===== config.mk =====
export PLATFORM = sky130hd
export DESIGN_NAME = crc8_serial
export DESIGN_NICKNAME = d
export VERILOG_FILES = /design/src/rtl/crc8_serial.sv
export SDC_FILE = /design/constraint.sdc
export NUM_CORES = 1
export LEC_CHECK = 0
export ABC_AREA = 0
export ABC_CLOCK_PERIOD_IN_PS = 1700
export CORE_MARGIN = 2
export CORE_UTILIZATION = 53
export CTS_BUF_LIST = sky130_fd_sc_hd__clkbuf_4
export CTS_CLUSTER_DIAMETER = 150
export DETAILED_ROUTE_END_ITERATION = 6
export GPL_TIMING_DRIVEN = 0
export PLACE_DENSITY_LB_ADDON = 0.08
export SETUP_SLACK_MARGIN = 0.2
export SYNTH_ARGS = -nofsm -noshare
export SYNTH_HDL_FRONTEND = slang
export SYNTH_SLANG_ARGS = --single-unit

===== constraint.sdc =====
create_clock -name clk -period 1.7 [get_ports clk]
set_input_delay 0.255 -clock clk [delete_from_list [all_inputs] [get_ports clk]]
set_output_delay 0.255 -clock clk [all_outputs]
set_load 0.03 [all_outputs]

===== src/rtl/crc8_serial.sv =====
module crc8_serial #(
  parameter int          CRC_W      = 8,
  parameter logic [7:0]  POLY_REFL  = 8'h8C,
  parameter int          FRAME_BITS = 64
) (
  input  logic             clk,
  input  logic             rst_n,
  input  logic             clr,
  input  logic             bit_en,
  input  logic             bit_in,
  output logic [CRC_W-1:0] crc_out,
  output logic             residue_zero,
  output logic             frame_ok
);
  localparam int CW = $clog2(FRAME_BITS + 2);
  localparam logic [CW-1:0] CNT_FULL = CW'(FRAME_BITS);
  localparam logic [CW-1:0] CNT_OVER = CW'(FRAME_BITS + 1);

  logic [CRC_W-1:0] rem_q, rem_d;
  logic [CW-1:0]    cnt_q;
  logic             fb;

  assign fb    = bit_in ^ rem_q[0];
  assign rem_d = (rem_q >> 1) ^ (fb ? POLY_REFL[CRC_W-1:0] : '0);

  always_ff @(posedge clk or negedge rst_n) begin
    if (!rst_n) begin
      rem_q <= '0;
      cnt_q <= '0;
    end else if (clr) begin
      rem_q <= '0;
      cnt_q <= '0;
    end else if (bit_en) begin
      rem_q <= rem_d;
      if (cnt_q != CNT_OVER) cnt_q <= cnt_q + 1'b1;
    end
  end

  assign crc_out      = rem_q;
  assign residue_zero = (rem_q == '0);
  assign frame_ok     = residue_zero && (cnt_q == CNT_FULL);
endmodule



==> results by group, run 1 <==
Status
  • Status: complete, but fails checks
  • Failing checks: setup timing

Pwr
  • P_int: about 540 µW
  • Logic pwr share: 19.5%
  • VDD IR max: between 0.6 and 0.7 mV
  • Sequential Power Share: about half
  • Total Power: around 740 µW
  • Power share of the clock group: 28.8%
  • Power per Cell Area: just over 700 nW/µm²
  • Leak pwr: 0.5058 nW
  • NetSw: between 200 and 250 µW
  • Sw Share: roughly 28%

Routing
  • DR WL/cell: roughly 15 µm
  • Highest Signal Layer: met4
  • DRT Wirelength: between 1.5 and 2 mm
  • DRC: 0
  • Final antenna-violating net count: 0
  • DR WL met3: between 50 and 60 µm
  • Via density: around 5.5
  • M1 wire length: between 800 and 900 µm
  • 1st-iter DRT viols: 9
  • DR pass1 iterations: 4
  • Metal2 WL: 780 µm
  • Via count: 637

Global routing
  • Initial antenna violation count: 0
  • Grt ovf: 0
  • First-pass GRT wire length: approximately 2.8 mm
  • Pin count of the biggest net entering global routing: 16
  • Vias in the first global route: between 600 and 700
  • GRT Total Usage: roughly 20%

STA
  • Final hold violation count: 0
  • Unrepaired setup endpoints after global routing: yes
  • Least-Margin Pin Slew: approximately 0.67 ns
  • Minimum clock period after layout: between 1.5 and 2 ns
  • Clock Skew: about 0.0024 ns
  • Final Slew Violations: 0
  • Highest clock rate: slightly above 500 MHz
  • Worst setup margin: -0.2508 ns
  • Max_slew headroom: roughly 55%
  • Final setup viols: 2
  • Crit share post-route: 114.8%

Synthesis
  • Post-synth EDFFs: 0
  • Top cells by area, synth: dfrtp_1 46%, mux2i_1 7.4%, ha_1 4.6%, nor2_1 4.6%, nand2_1 3.2%
  • Async set-reset flop share out of synthesis: 100.0%
  • Yosys reg bits: 15
  • Share of the synthesized area in the top cell type: around 46%
  • Main synth FF type: dfrtp_1
  • Most instantiated library cell after synthesis: dfrtp_1
  • Syn Std Cell Area: roughly 810 µm²
  • Net count after synthesis: 86
  • Synth Area per Inst: roughly 10 µm²
  • Syn. warnings: 0
  • Synth area leader: dfrtp_1
  • Gate Count Post-Synth: 78
  • Seq/Total Area, Yosys: between 40% and 50%
  • Yosys cell types: 29
  • Commonest cells post-synth: 15 x dfrtp_1, 10 x nor2_1, 7 x nand2_1

Critical path
  • Worst endpoint required time: roughly 1.4 ns
  • Crit. End Element: output pin
  • CP Launch Point: crc_out[3]
  • Number of cells on the worst reg-to-reg path: 4
  • Worst-path maximum fanout: 2
  • CP Class: flip-flop to output pin
  • RR Startpoint: cnt_q[1]
  • Critical Path AT: ~1.7 ns
  • Critical path launch point type: flip-flop

Place
  • Final GP Congestion: ~0.79
  • Dpl hpwl: around 1.1 mm
  • DP Area: just under 1000 µm²
  • I/O Buffers: 13
  • Dpl ws: -0.5025 ns

Floorplan
  • Top-level I/O count: 15
  • # rows: 14
  • Core ar.: roughly 1500 µm²
  • Die extent in x: 43.17 µm
  • Starting Density: a little under three fifths
  • Die ar.: 1864 µm²
  • Die Y: between 40 and 50 µm

Cells and area
  • Antenna cells: 0
  • Fill count: 117
  • Layout cells sized above 1: between 20% and 30%
  • Final Core Density: between 60% and 70%
  • # nets final: 108
  • Post-route cell area: approximately 1000 µm²
  • Layout area overhead: 25.69%

Worst hold path
  • Hold/Removal Path Class: input port to asynchronous set/reset pin

Clock network
  • Htree depth: 1
  • CTS Sinks: 15
  • Num CTS Buffers: 3
  • Later-pin clock latency in the skew report: between 0.2 and 0.3 ns
  • CTS hold repair buffers: 0
  • CTS tree: built
  • Clock-pin slew on the worst setup and hold paths: about 0.08 ns
  • CTS Buffer Depth: 2
  • Root Buffer: clkbuf_4

Run
  • Total of max-cap violations: 0
## path summary, 6_finish.rpt
check                              to  slack, ns
max                          frame_ok      -0.25
min                          cnt_q[5]       0.38
max reg2reg                  cnt_q[0]       0.24
min reg2reg                crc_out[0]       0.59
max in group asynchronous  crc_out[3]       0.86
min in group clk             cnt_q[2]       0.39
## metrics by stage
| stage | instances | hold WS (ns) | TNS (ns) |
|---|---|---|---|
| 6_report | 115 | 0.3757 | -0.3618 |
| 5_1_grt | 115 | 0.4085 | -0.4371 |
| 4_1_cts | 115 | 0.3706 | -0.3909 |
| 3_5_place_dp | 107 | 0.5578 | -0.8094 |
| 3_3_place_gp | 107 | 0.5394 | -0.8090 |
| 2_1_floorplan | 78 | -0.04059 | -0.1314 |
## cell type report
type / instances / area, µm² / share of cell area (%)
plain buffers: 3 / 13.76 / 1.346
clock buffers: 4 / 30.03 / 2.938
inverters: 4 / 15.01 / 1.469
multi-input cells: 56 / 416.7 / 40.76
flip-flops and latches: 15 / 380.4 / 37.21
well taps: 16 / 20.02 / 1.958
repair buffers: 17 / 146.4 / 14.32
## cell usage in the layout (no fill, tap or decap), types with 3 or more instances in the layout
master | Yosys | routed
buf_2 | 2 | 3
nor2_1 | 10 | 10
clkdlybuf4s50_1 | 0 | 3
dfrtp_1 | 15 | 11
dfrtp_2 | 0 | 4
dlygate4sd2_1 | 0 | 8
buf_4 | 0 | 4
ha_1 | 3 | 3
nand2_1 | 7 | 7
inv_1 | 4 | 4
clkbuf_4 | 0 | 4
mux2i_1 | 6 | 6
xnor2_1 | 3 | 3
## power by group through the flow
stage | Combinational, mW | Clock (mW) | Sequential (mW)
final | 0.145 | 0.214 | 0.384
after global routing | 0.158 | 0.234 | 0.386
after CTS | 0.146 | 0.224 | 0.383
after detailed placement | 0.146 | 0 | 0.393
after global placement | 0.144 | 0 | 0.393
after floorplan | 0.0779 | 0 | 0.407
## sequential cells by signal, indices dropped and copies added (netlist names)
| signal | count |
|---|---|
| crc_out | 8 |
| cnt_q | 7 |
## kinds of logic (layout without fill, tap and decap cells)
kind of cell / after synthesis / count (layout) / synth area share [%]
AO/OA/AOI/OAI: 12 / 12 / 10.92
adder cells (fa/ha/maj): 3 / 3 / 4.616
XOR/XNOR: 5 / 5 / 5.386
flip-flops: 15 / 15 / 46.15
multiplexers: 7 / 7 / 8.769
AND/OR/NAND/NOR: 29 / 29 / 20.62
buffers and inverters: 7 / 28 / 3.538
## routing by layer
layer,up-vias,track usage [%]
li1,318,-
met1,310,27.17
met2,7,30.75
met3,2,7.660
met4,0,5.455
met5,-,0
## timing repair
item | 4_1_cts | 5_1_grt
pin swaps | 3 | 0
setup endpoints to repair | 10 | 3
buffers inserted | 4 | 0
gates resized for setup | 20 | 0
## worst max-delay path, cell delays in order (launching register included)
cell and delay, ns:
dfrtp_2 0.41, or4_4 0.54, nor2_4 0.12, and4_4 0.22
buf_6 0.12
Note: power is estimated with default switching activity, not from simulation.
==> inputs of run 2 (changes only) <==
--- a/config.mk
+++ b/config.mk
@@ -7,7 +7,6 @@
 export LEC_CHECK = 0
 export ABC_AREA = 0
 export ABC_CLOCK_PERIOD_IN_PS = 1700
-export CORE_MARGIN = 2
 export CORE_UTILIZATION = 53
 export CTS_BUF_LIST = sky130_fd_sc_hd__clkbuf_4
 export CTS_CLUSTER_DIAMETER = 150
==> results by group, run 2 (synthesis results as in run 1) <==
STA
  • Final Slew Violations: 0 (unchanged)
  • Clock Skew: 0.0002638 ns (-0.002164 ns)
  • Max_slew headroom: 54.09% (-1.2 points)
  • Minimum clock period after layout: 1.960 ns (+0.008891 ns)
  • Unrepaired setup endpoints after global routing: yes
  • Final setup viols: 2 (unchanged)
  • Final hold violation count: 0 (unchanged)
  • Least-Margin Pin Slew: 0.6864 ns (+0.01774 ns)
  • Worst setup margin: -0.2596 ns (-0.008891 ns)
  • Highest clock rate: 510.3 MHz (-0.45%)
  • Crit share post-route: 115.3% (+0.52 points)

Run
  • Total of max-cap violations: 0 (unchanged)

Clock network
  • Htree depth: 1 (unchanged)
  • CTS Buffer Depth: 2 (unchanged)
  • CTS hold repair buffers: 0 (unchanged)
  • CTS tree: built
  • CTS Sinks: 15 (unchanged)
  • Root Buffer: clkbuf_4
  • Clock-pin slew on the worst setup and hold paths: 0.08 ns (about the same)
  • Later-pin clock latency in the skew report: 0.28 ns (about the same)
  • Num CTS Buffers: 3 (unchanged)

Pwr
  • Leak pwr: 0.5059 nW (about the same)
  • VDD IR max: 0.6961 mV (+6.3%)
  • Total Power: 762.1 µW (+2.5%)
  • Power per Cell Area: 741.0 nW/µm² (+1.9%)

Critical path
  • Slowest CP cell: or4_4
  • Worst endpoint required time: 1.44 ns (about the same)
  • Worst-path maximum fanout: 2 (unchanged)
  • FF-to-FF End: cnt_q[0]
  • R2R Setup Slk: 0.14 ns (-0.10 ns)
  • Crit. End Element: output pin
  • Critical path launch point type: flip-flop
  • CP Class: flip-flop to output pin
  • Critical Path AT: 1.70 ns (about the same)
  • Number of cells on the worst reg-to-reg path: 4 (unchanged)
  • RR Startpoint: cnt_q[1]
  • Crit path cell chain: or4_4 > nor2_4 > and4_4 > buf_6
  • Critical Path Max Stage Delay: 0.54 ns (about the same)

Cells and area
  • Fill count: 105 (-10%)
  • Max reg flops: 8 (unchanged)
  • Layout cells sized above 1: 25.25% (+1.0 points)
  • Final Core Density: 75.27% (+5.8 points)
  • Antenna cells: 0 (unchanged)
  • Post-route cell area: 1028 µm² (+0.61%)
  • Non-filler instance count after layout: 114 (-0.87%)
  • # nets final: 108 (unchanged)
  • Commonest non-fill, non-tap cells in the layout: 10 x nor2_1, 10 x dfrtp_1, 8 x dlygate4sd2_1, 7 x nand2_1, 6 x mux2i_1
  • Layout area overhead: 26.46%

Routing
  • Via density: 5.798 (+4.7%)
  • 1st-iter DRT viols: 5 (-4)
  • DR WL/cell: 15.34 µm (+5.1%)
  • DRC: 0 (unchanged)
  • DRT Wirelength: 1.749 mm (+4.2%)
  • Final antenna-violating net count: 0 (unchanged)
  • Via count: 661 (+3.8%)
  • DR pass1 iterations: 2 (-2)

Place
  • Placed Instances: 106 (-0.93%)
  • Final GP Congestion: 0.7694 (-2.5%)
  • Dpl hpwl: 1.226 mm (+8.5%)
  • Dpl ws: -0.5178 ns (-0.01532 ns)
  • DP Area: 974.7 µm² (-0.13%)
  • I/O Buffers: 13 (unchanged)

Global routing
  • Vias in the first global route: 640 (+0.79%)
  • GRT Total Usage: 25.34% (+5.0 points)
  • Pin count of the biggest net entering global routing: 16 (unchanged)
  • First-pass GRT wire length: 2.704 mm (-3.5%)
  • Initial antenna violation count: 0 (unchanged)
  • Grt ovf: 0 (unchanged)

Status
  • Status: complete, but fails checks
  • Failing checks: setup timing

Floorplan
  • Starting Density: 59.52% (+4.3 points)
  • # rows: 13 (-1)
  • Die extent in x: 41.17 µm (-4.6%)
  • Die ar.: 1695 µm² (-9.1%)
  • Die Y: 41.17 µm (-4.6%)
  • Top-level I/O count: 15 (unchanged)
  • Core ar.: 1366 µm² (-7.1%)

Worst hold path
  • WHS Endpoint: cnt_q[2]
  • Hold/Removal Path Class: input port to flip-flop
  • Worst hold stages: 4
  • Hold Startpoint: bit_en
run 2: cell counts in the layout (fill, tap and decap cells not counted):
Identical to the previous run, type by type.
run 2: how the worst max path moves through the flow:
stage	to	depth (start not counted)	slack, ns	from
global route	frame_ok	4	-0.30	crc_out[3]
global placement	frame_ok	4	-0.51	crc_out[7]
finish	frame_ok	4	-0.26	crc_out[3]
floorplan	frame_ok	3	-0.13	crc_out[7]
detailed placement	frame_ok	4	-0.52	crc_out[7]
CTS	frame_ok	4	-0.27	crc_out[4]
run 2: worst max-delay path, delay by kind of cell (launching register included):
kind | cells | cell delay, ns
DFF | 1 | 0.41
buffers and inverters | 1 | 0.12
and+or+nand+nor | 3 | 0.89
run 2: per-stage QoR:
step	setup TNS [ns]	hold WS [ns]
5_1_grt	-0.4877	0.3549
3_3_place_gp	-0.8224	0.5423
6_report	-0.4142	0.3526
3_5_place_dp	-0.8364	0.5585
2_1_floorplan	-0.1314	-0.04059
4_1_cts	-0.4356	0.3481
run 2: final cells by class:
cell class	instances	area [µm²]	share of cell area [%]
multi-input combinational	56	416.7	40.51
clock buffer	4	30.03	2.920
buffer	3	13.76	1.338
sequential	15	381.6	37.10
tap	15	18.77	1.825
timing repair buffer	17	152.6	14.84
inverter	4	15.01	1.460
run 2: metal layers:
metal	routed length [µm]	global-route usage, %
met4	44	14.52
met5	0	0
met2	900	41.80
met1	743	28.00
met3	61	8.696
run 2: report_power, final:
part           internal, mW  switching (mW)  leakage (nW)
Sequential            0.370          0.0160         0.198
Clock                 0.107           0.111        0.0184
Combinational        0.0707          0.0872         0.290
Total                 0.548           0.214         0.506
run 2: repair_timing:
item,CTS,global route
buffers inserted,3,1
gates resized for setup,22,1
pin swaps,3,0
setup endpoints to repair,11,4
==> inputs of run 3 (changes only) <==
--- a/config.mk
+++ b/config.mk
@@ -7,10 +7,11 @@
 export LEC_CHECK = 0
 export ABC_AREA = 0
 export ABC_CLOCK_PERIOD_IN_PS = 1700
-export CORE_UTILIZATION = 53
+export CORE_UTILIZATION = 55
 export CTS_BUF_LIST = sky130_fd_sc_hd__clkbuf_4
 export CTS_CLUSTER_DIAMETER = 150
 export DETAILED_ROUTE_END_ITERATION = 6
+export DONT_BUFFER_PORTS = 1
 export GPL_TIMING_DRIVEN = 0
 export PLACE_DENSITY_LB_ADDON = 0.08
 export SETUP_SLACK_MARGIN = 0.2
==> results by group, run 3 (synthesis results as in run 1) <==
Routing
  • DR pass1 iterations: 4 (+2)
  • Via count: 591 (-11%)
  • DR WL/cell: 15.65 µm (+2.0%)
  • 1st-iter DRT viols: 4 (-1)
  • DRT Wirelength: 1.549 mm (-11%)
  • Final antenna-violating net count: 0 (unchanged)
  • DRC: 0 (unchanged)
  • Via density: 5.970 (+3.0%)

Cells and area
  • Max reg flops: 8 (unchanged)
  • Commonest non-fill, non-tap cells in the layout: 10 x nor2_1, 10 x dfrtp_1, 7 x nand2_1, 6 x mux2i_1, 5 x dfrtp_2
  • Antenna cells: 0 (unchanged)
  • Layout cells sized above 1: 25.00% (-0.25 points)
  • # nets final: 93 (-14%)
  • Layout area overhead: 10.31%

Clock network
  • Root Buffer: clkbuf_4
  • Clock-pin slew on the worst setup and hold paths: 0.09 ns (about the same)
  • Later-pin clock latency in the skew report: 0.28 ns (about the same)
  • CTS tree: built
  • CTS Sinks: 15 (unchanged)
  • Htree depth: 1 (unchanged)
  • Num CTS Buffers: 3 (unchanged)
  • CTS Buffer Depth: 2 (unchanged)

Floorplan
  • Die Y: 40.46 µm (-1.7%)
  • Die ar.: 1637 µm² (-3.4%)
  • Die extent in x: 40.46 µm (-1.7%)
  • # rows: 13 (unchanged)
  • Starting Density: 60.98% (+1.5 points)
  • Top-level I/O count: 15 (unchanged)
  • Core ar.: 1334 µm² (-2.4%)

Place
  • I/O Buffers: 0 (-13)
  • Dpl hpwl: 1.081 mm (-12%)
  • Final GP Congestion: 0.7915 (+2.9%)

STA
  • Post-route setup TNS: -0.6589 ns (-0.2447 ns)
  • Max_slew headroom: 55.47% (+1.4 points)
  • Clock Skew: 0.0005609 ns (+0.0002971 ns)
  • Hold Worst Slack: 0.1940 ns (-0.1585 ns)
  • Unrepaired setup endpoints after global routing: yes
  • Crit share post-route: 129.1% (+14 points)
  • Final hold violation count: 0 (unchanged)
  • Final setup viols: 2 (unchanged)
  • Final Slew Violations: 0 (unchanged)
  • Minimum clock period after layout: 2.195 ns (+0.2351 ns)
  • Least-Margin Pin Slew: 0.6658 ns (-0.02067 ns)
  • Highest clock rate: 455.6 MHz (-11%)
  • Worst setup margin: -0.4947 ns (-0.2351 ns)

Critical path
  • Number of cells on the worst reg-to-reg path: 3 (-1)
  • Critical path launch point type: flip-flop
  • Critical Path AT: 1.94 ns (+0.24 ns)
  • Worst-path maximum fanout: 4 (+2)
  • CP Class: flip-flop to output pin
  • Worst endpoint required time: 1.44 ns (about the same)
  • Crit. End Element: output pin

Pwr
  • Logic pwr share: 14.7% (-6.0 points)
  • P_int: 502.4 µW (-8.4%)
  • Sw Share: 29.78% (+1.7 points)
  • Power per Cell Area: 797.5 nW/µm² (+7.6%)
  • Sequential Power Share: 56.3% (+5.6 points)
  • Leak pwr: 0.4085 nW (-19%)
  • Power share of the clock group: 29.0% (+0.4 points)
  • NetSw: 213.1 µW (-0.43%)
  • VDD IR max: 0.5459 mV (-22%)

Global routing
  • Initial antenna violation count: 0 (unchanged)
  • GRT Total Usage: 24.28% (-1.1 points)
  • Grt ovf: 0 (unchanged)
  • First-pass GRT wire length: 2.566 mm (-5.1%)
  • Pin count of the biggest net entering global routing: 16 (unchanged)
  • Vias in the first global route: 596 (-6.9%)

Status
  • Status: complete, but fails checks
  • Failing checks: setup timing

Worst hold path
  • Hold/Removal Path Class: input port to flip-flop
  • Worst hold stages: 3 (-1)

Run
  • Total of max-cap violations: 0 (unchanged)
run 3: changes by cell type in the layout (fill, tap and decap cells not counted), moves of 2 or more:
cell             change
dlygate4sd2_1        -8
clkdlybuf4s50_1      -3
buf_6                -2
buf_4                -3
run 3: metal layers:
layer  track usage (%)  share of wire, %  vias up
met5                 0                 0        -
met4             12.50              0.84        0
met3             6.667               3.9        2
met2             36.11                50       11
met1             31.83                46      292
li1                  -                 -      286
run 3: worst max-delay path, cell delays in order (launching register included):
cell	delay (ns)
dfrtp_2	0.50
or4_4	0.57
nor2_4	0.25
and4_4	0.33
run 3: area by class of cell:
cell class / instances / area, µm²
Buffer: 3 / 13.76
Clock buffer: 3 / 22.52
Clock inverter: 1 / 5.005
Fill cell: 107 / 436.7
Inverter: 4 / 15.01
Multi-Input combinational cell: 56 / 422.9
Sequential cell: 15 / 381.6
Tap cell: 15 / 18.77
Timing Repair Buffer: 2 / 17.52
run 3: metrics by stage:
step           power [mW]  util, %  instances  setup slack (ns)  area (µm²)
2_1_floorplan      0.4846        -         78           -0.1314       825.8
3_3_place_gp       0.4990    63.32         93           -0.1817       844.6
3_5_place_dp       0.5014    63.32         93           -0.1888       844.6
4_1_cts            0.7142    66.23         98           -0.5009       883.3
5_1_grt            0.7501    67.26         99           -0.5344       897.1
6_report           0.7154    67.26         99           -0.4947       897.1
run 3: worst paths after layout:
check,start,endpoint,slack (ns)
min reg2reg,cnt_q[1],cnt_q[1],0.56
min in group asynchronous,rst_n,cnt_q[5],0.44
max,crc_out[3],frame_ok,-0.49
min,clr,cnt_q[1],0.19
max reg2reg,cnt_q[0],cnt_q[0],0.29
max in group asynchronous,rst_n,crc_out[4],0.80
run 3: power groups by stage:
stage / clock network (mW) / logic [mW] / registers, mW
5_1_grt: 0.228 / 0.117 / 0.405
6_report: 0.207 / 0.105 / 0.403
3_3_place_gp: 0 / 0.0883 / 0.411
2_1_floorplan: 0 / 0.0779 / 0.407
4_1_cts: 0.211 / 0.0991 / 0.404
3_5_place_dp: 0 / 0.0899 / 0.411
run 3: timing repair:
item,in CTS,in global routing
hold buffers,1,0
buffers inserted,0,1
cloned,0,0
setup endpoints to repair,2,3
hold endpoints to repair,15,0
gates resized for setup,1,1
pin swaps,0,3
